## config.mk

```make
export PLATFORM = sky130hd
export DESIGN_NAME = uart_tx
export DESIGN_NICKNAME = d
export VERILOG_FILES = /design/src/rtl/uart_tx_pkg.sv /design/src/rtl/uart_tx_baud.sv /design/src/rtl/uart_tx_framer.sv /design/src/rtl/uart_tx_seq.sv /design/src/rtl/uart_tx.sv
export SDC_FILE = /design/constraint.sdc
export NUM_CORES = 1
export LEC_CHECK = 0
export ABC_AREA = 1
export BUFFER_PORTS_ARGS = -buffer_cell sky130_fd_sc_hd__clkbuf_2
export CAP_MARGIN = 20
export CORE_MARGIN = 2
export CORE_UTILIZATION = 60
export DETAILED_ROUTE_END_ITERATION = 10
export GPL_TIMING_DRIVEN = 0
export HOLD_SLACK_MARGIN = 0.08
export PLACE_DENSITY_LB_ADDON = 0.2
export REMOVE_ABC_BUFFERS = 1
export SYNTH_ARGS = -nofsm -noshare
export SYNTH_HDL_FRONTEND = slang
export SYNTH_SLANG_ARGS = --single-unit
```

## constraint.sdc

```tcl
create_clock -name clk -period 4.35 [get_ports clk]
set_input_delay 0 -clock clk [delete_from_list [all_inputs] [get_ports clk]]
set_output_delay 0 -clock clk [all_outputs]
set_load 0.05 [all_outputs]
```

## src/rtl/uart_tx_pkg.sv

```systemverilog
package uart_tx_pkg;

  localparam int unsigned DATA_W  = 9;
  localparam int unsigned FRAME_W = 11;
  localparam int unsigned BITS_W  = 4;

  typedef enum logic [1:0] {ST_IDLE, ST_BITS, ST_STOP} tx_state_e;

  function automatic int unsigned baud_of(input logic [1:0] sel);
    case (sel)
      2'b00:   return 19200;
      2'b01:   return 9600;
      2'b10:   return 4800;
      default: return 2400;
    endcase
  endfunction

  // nearest-integer half-bit divisor
  function automatic int unsigned half_div(input int unsigned clk_hz, input logic [1:0] sel);
    return (clk_hz + baud_of(sel)) / (2 * baud_of(sel));
  endfunction

  function automatic logic [2:0] stop_halves(input logic [1:0] code);
    case (code)
      2'b00:   return 3'd2;
      2'b01:   return 3'd3;
      default: return 3'd4;
    endcase
  endfunction

  function automatic logic par_on(input logic [1:0] mode);
    return (mode == 2'b01) || (mode == 2'b10);
  endfunction

  function automatic logic par_bit(input logic [DATA_W-1:0] data, input logic len9,
                                   input logic [1:0] mode);
    logic x;
    x = (^data[7:0]) ^ (len9 & data[8]);
    return (mode == 2'b10) ? ~x : x;
  endfunction

  function automatic logic [BITS_W-1:0] frame_bits(input logic len9, input logic [1:0] mode);
    return BITS_W'(9) + BITS_W'(len9) + BITS_W'(par_on(mode));
  endfunction

endpackage

```

## src/rtl/uart_tx_baud.sv

```systemverilog
module uart_tx_baud
  import uart_tx_pkg::*;
#(
  parameter int unsigned CLK_HZ = 50_000_000,
  parameter int unsigned CNT_W  = 14
) (
  input  logic       clk,
  input  logic       rst_n,
  input  logic       run,
  input  logic       clear,
  input  logic [1:0] sel,
  output logic       half_tick
);

  logic [CNT_W-1:0] lim_tab [4];
  logic [CNT_W-1:0] cnt;
  logic [CNT_W-1:0] limit;

  for (genvar g = 0; g < 4; g++) begin : g_lim
    assign lim_tab[g] = CNT_W'(half_div(CLK_HZ, 2'(g)) - 1);
  end

  assign limit     = lim_tab[sel];
  assign half_tick = run && !clear && (cnt == limit);

  always_ff @(posedge clk) begin
    if (!rst_n || clear || !run) cnt <= '0;
    else if (cnt == limit)       cnt <= '0;
    else                         cnt <= cnt + 1'b1;
  end


  cnt_range_chk: assert property (@(posedge clk) disable iff (!rst_n)
    run |-> (cnt <= limit));

endmodule

```

## src/rtl/uart_tx_framer.sv

```systemverilog
module uart_tx_framer
  import uart_tx_pkg::*;
(
  input  logic [DATA_W-1:0]  data,
  input  logic               len9,
  input  logic [1:0]         mode,
  output logic [FRAME_W-1:0] vec,
  output logic [BITS_W-1:0]  nbits
);

  logic par;
  logic pen;

  assign par   = par_bit(data, len9, mode);
  assign pen   = par_on(mode);
  assign nbits = frame_bits(len9, mode);

  always_comb begin
    vec    = '1;
    vec[0] = 1'b0;
    if (len9) begin
      vec[9:1] = data;
      if (pen) vec[10] = par;
    end else begin
      vec[8:1] = data[7:0];
      if (pen) vec[9] = par;
    end
  end

endmodule

```

## src/rtl/uart_tx_seq.sv

```systemverilog
module uart_tx_seq
  import uart_tx_pkg::*;
(
  input  logic               clk,
  input  logic               rst_n,
  input  logic               in_valid,
  input  logic [FRAME_W-1:0] vec,
  input  logic [BITS_W-1:0]  nbits,
  input  logic [1:0]         stop_code,
  input  logic [1:0]         baud_sel,
  input  logic               half_tick,
  output logic               in_ready,
  output logic               busy,
  output logic               done,
  output logic               tx,
  output logic [1:0]         sel_q,
  output logic               accept
);

  tx_state_e          state;
  logic [FRAME_W-2:0] sreg;
  logic [BITS_W-1:0]  bits_left;
  logic               phase;
  logic [2:0]         halves_left;
  logic               bit_end;
  logic               frame_end;

  assign in_ready  = (state == ST_IDLE);
  assign busy      = (state != ST_IDLE);
  assign accept    = in_valid && in_ready;
  assign bit_end   = (state == ST_BITS) && half_tick && phase;
  assign frame_end = (state == ST_STOP) && half_tick && (halves_left == 3'd1);

  always_ff @(posedge clk) begin
    if (!rst_n) begin
      state       <= ST_IDLE;
      sreg        <= '1;
      bits_left   <= '0;
      phase       <= 1'b0;
      halves_left <= '0;
      tx          <= 1'b1;
      done        <= 1'b0;
      sel_q       <= '0;
    end else begin
      done <= frame_end;
      case (state)
        ST_IDLE: begin
          if (accept) begin
            sreg        <= vec[FRAME_W-1:1];
            tx          <= vec[0];
            bits_left   <= nbits;
            phase       <= 1'b0;
            halves_left <= stop_halves(stop_code);
            sel_q       <= baud_sel;
            state       <= ST_BITS;
          end
        end
        ST_BITS: begin
          if (half_tick) phase <= ~phase;
          if (bit_end) begin
            sreg      <= {1'b1, sreg[FRAME_W-2:1]};
            bits_left <= bits_left - 1'b1;
            if (bits_left == BITS_W'(1)) begin
              state <= ST_STOP;
              tx    <= 1'b1;
            end else begin
              tx <= sreg[0];
            end
          end
        end
        default: begin
          if (half_tick) begin
            halves_left <= halves_left - 3'd1;
            if (frame_end) state <= ST_IDLE;
          end
        end
      endcase
    end
  end


  idle_high_chk: assert property (@(posedge clk) disable iff (!rst_n)
    !busy |-> tx);


  start_low_chk: assert property (@(posedge clk) disable iff (!rst_n)
    accept |=> (!tx && busy));


  done_pulse_chk: assert property (@(posedge clk) disable iff (!rst_n)
    done |=> !done);


  done_idle_chk: assert property (@(posedge clk) disable iff (!rst_n)
    done |-> (!busy && tx));


  stop_high_chk: assert property (@(posedge clk) disable iff (!rst_n)
    (state == ST_STOP) |-> tx);

endmodule

```

## src/rtl/uart_tx.sv

```systemverilog
module uart_tx
  import uart_tx_pkg::*;
#(
  parameter int unsigned CLK_HZ = 50_000_000
) (
  input  logic              clk,
  input  logic              rst_n,
  input  logic              in_valid,
  output logic              in_ready,
  input  logic [DATA_W-1:0] in_data,
  input  logic [1:0]        cfg_baud,
  input  logic [1:0]        cfg_parity,
  input  logic [1:0]        cfg_stop,
  input  logic              cfg_len9,
  output logic              tx_line,
  output logic              tx_busy,
  output logic              tx_done
);

  localparam int unsigned HMAX  = half_div(CLK_HZ, 2'b11);
  localparam int unsigned CNT_W = $clog2(HMAX + 1);

  logic [FRAME_W-1:0] vec;
  logic [BITS_W-1:0]  nbits;
  logic [1:0]         sel_q;
  logic               accept;
  logic               half_tick;

  uart_tx_framer u_framer (
    .data  (in_data),
    .len9  (cfg_len9),
    .mode  (cfg_parity),
    .vec   (vec),
    .nbits (nbits)
  );

  uart_tx_baud #(.CLK_HZ(CLK_HZ), .CNT_W(CNT_W)) u_baud (
    .clk       (clk),
    .rst_n     (rst_n),
    .run       (tx_busy),
    .clear     (accept),
    .sel       (sel_q),
    .half_tick (half_tick)
  );

  uart_tx_seq u_seq (
    .clk       (clk),
    .rst_n     (rst_n),
    .in_valid  (in_valid),
    .vec       (vec),
    .nbits     (nbits),
    .stop_code (cfg_stop),
    .baud_sel  (cfg_baud),
    .half_tick (half_tick),
    .in_ready  (in_ready),
    .busy      (tx_busy),
    .done      (tx_done),
    .tx        (tx_line),
    .sel_q     (sel_q),
    .accept    (accept)
  );

endmodule

```

==> run_results.csv <==
group,metric,value,unit
drt,drc,0,
sta,timing.final.ws_setup,1972,ps
global_route,grt_max_degree,22,
clocking,htreeDepth,2,
clocking,post_cts_buffers,0,
power,pwr_density_cell,346.5,mW/mm²
floorplanning,ios,23,
global_route,grt_pass1_vias,1928,
synthesis,synth-seq-cells,38,
layout,multi_input_area,0.001265,mm²
synthesis,yosys.area.top_type_share,0.3382,
sta,setup_viol,0,
placed_design,io_buffers,22,
setup_path,crit_arrival,2600,ps
power,power_frac_clock,0.333,
power,seqPwrFrac,0.441,
drt,drt-total-wl,4.525,mm
layout,final_cell_area,0.002546,mm²
synthesis,synth.avg_cell_area,6.597,µm²
drt,first_iter_violations,121,
floorplanning,core,0.003633,mm²
global_route,grt_pass1_wl,8.114,mm
global_route,grt_usage,0.2410,
floorplanning,die_w,65.23,µm
setup_path,rr_startpoint,"u_seq.state[0]",
setup_path,startpoint_type,"register",
sta,period_share,0.5466,
power,combPwrFrac,0.226,
synthesis,syn-instance-count,341,
floorplanning,start_util,0.6191,
drt,wl_per_cell,10.83,µm
power,p_leak,1.177,nW
layout,nFillCells,338,
layout,syn_to_final_growth,13.18,%
run,max_cap_viol_count,0,
global_route,gr-total-overflow,0,
sta,layout_min_cycle_time,2378,ps
drt,via_per_inst,5.005,
setup_path,critPathRequiredTime,4580,ps
sta,hold_viol_final,0,
synthesis,seq_area_frac_synth,0.3382,
setup_path,cp-startpoint,"u_seq.state[0]",
synthesis,yosys_warnings,0,
setup_path,worst-setup-path-type,"reg -> reg",
layout,utilization,0.7008,
sta,tightestPinTransition,762.7,ps
clocking,cts-resized-gates,0,
clocking,cts.sinks,38,
sta,rsz0062_at_grt,"false",
power,ir_worst_vdd,0.2481,mV
synthesis,synth_area_leader_cell,"dfxtp_1",
drt,firstDrtPassIters,4,
global_route,antenna_found_initial,0,
synthesis,ys_types,32,
sta,slew_headroom,0.4897,
layout,diodes,0,
layout,drive_above_1_share,0.1216,
outcome,outcome,"finished clean",
sta,tns,0,ps
sta,skew,3.582,ps
clocking,cts_tree,"done",
setup_path,cp_max_fo,20,
layout,most-common-layout-cells,"102 x nand2_1, 45 x inv_1, 38 x dfxtp_1, 31 x nor2_1, 22 x clkbuf_2",
clocking,path_clk_slew,70,ps
drt,vias,2092,
drt,postRouteAntennaNets,0,
power,p_switching,0.2666,mW
placed_design,dp.cells,404,
clocking,cts_buffer_depth,2,
power,internal_power,0.6157,mW
sta,max_freq,420.6,MHz
sta,slew_violations,0,
layout,finalNetCount,400,
power,swShare,0.3022,
synthesis,synth_area,0.002250,mm²
clocking,clk_latency,300,ps
clocking,numCtsBuffers,5,
min_path,min_path_type,"in -> reg",
sta,fin_hold_ws,85.92,ps
power,power,0.8823,mW
layout,final_common_cell,"nand2_1",
layout,register_area,760.7,µm²
setup_path,end_kind,"register",
clocking,root_buffer,"clkbuf_8",
min_path,min_from,"in_data[2]",
placed_design,place_area,0.002380,mm²
synthesis,synthTopCellsByArea,"dfxtp_1 34%, nand2_1 17%, inv_1 7.5%",
placed_design,pre_cts_ws,1982,ps
floorplanning,rows,22,
placed_design,gp_congestion,0.8323,
placed_design,hpwl,3.353,mm
floorplanning,die-area,0.004255,mm²
floorplanning,dieHeight,65.23,µm
layout,fin_cells,418,
sequential cells by signal, indices dropped and copies added, names as in the netlist:
| signal | cells |
|---|---|
| u_seq.bits_left | 4 |
| u_seq.phase | 1 |
| u_seq.done | 1 |
| u_seq.tx | 1 |
| u_seq.sel_q | 2 |
| u_baud.cnt | 14 |
| u_seq.state | 2 |
| u_seq.sreg | 10 |
| u_seq.halves_left | 3 |
power groups by stage:
stage	Sequential, mW	Clock (mW)	Combinational (mW)
2_1_floorplan	0.396	0	0.144
3_3_place_gp	0.395	0	0.189
3_5_place_dp	0.397	0	0.194
4_1_cts	0.388	0.299	0.200
5_1_grt	0.391	0.310	0.233
6_report	0.389	0.294	0.200
per-layer routing:
metal  track usage  share of wire  vias to the layer above
met1        0.3128           0.51                      924
met3       0.04452          0.030                        8
met2        0.3967           0.44                       31
met4       0.09375          0.016                        0
li1              -              -                     1129
met5             0              0                        -
worst paths after layout:
path                                            to  slack, ps  cells past startpoint
worst max-delay path            u_seq.bits_left[2]       1970                      8
worst min-delay path                 u_seq.sreg[2]         90                      5
worst min register to register            u_seq.tx        460                      2
worst max register to register  u_seq.bits_left[2]       1970                      8
what timing repair did:
item,in CTS,in global routing
endpoints found under the setup margin,0,0
hold buffers,6,0
endpoints found under the hold margin,6,0
kinds of logic after synthesis:
kind of cell | Yosys count | share of synthesized area
AOI/OAI and AO/OA | 46 | 0.1146
xor gates and xnor gates | 9 | 0.03504
adders and majority gates | 12 | 0.06674
buffers and inverters | 56 | 0.09955
DFF | 38 | 0.3382
muxes | 1 | 0.004450
and+or+nand+nor | 179 | 0.3415
cell type report:
| cell class | count | area share |
|---|---|---|
| Tap cell | 48 | 0.02359 |
| Clock inverter | 1 | 0.01179 |
| Timing Repair Buffer | 28 | 0.06683 |
| Sequential cell | 38 | 0.2988 |
| Inverter | 49 | 0.07224 |
| Multi-Input combinational cell | 247 | 0.4968 |
| Clock buffer | 7 | 0.02998 |
synthesized netlist by cell type, drive strengths merged:
library cell,instances
dfxtp,38
a21oi,18
a21boi,1
clkbuf,3
o211ai,5
o21ai,18
nor3,9
nand3,21
mux2i,1
nor3b,1
a22oi,1
xor2,6
nand4,3
or2,2
nand2,105
inv,49
nand3b,2
o21bai,2
buf,4
a31oi,1
nor2,36
xnor2,3
ha,12
critical path, stage by stage (launching register included):
cell,delay (ps)
dfxtp_1,360
inv_1,70
nor2_1,580
inv_1,430
nor2_4,250
nand2_2,60
nand2_2,290
nand3_2,90
a21oi_1,160
Note: power is estimated with default switching activity, not from simulation.
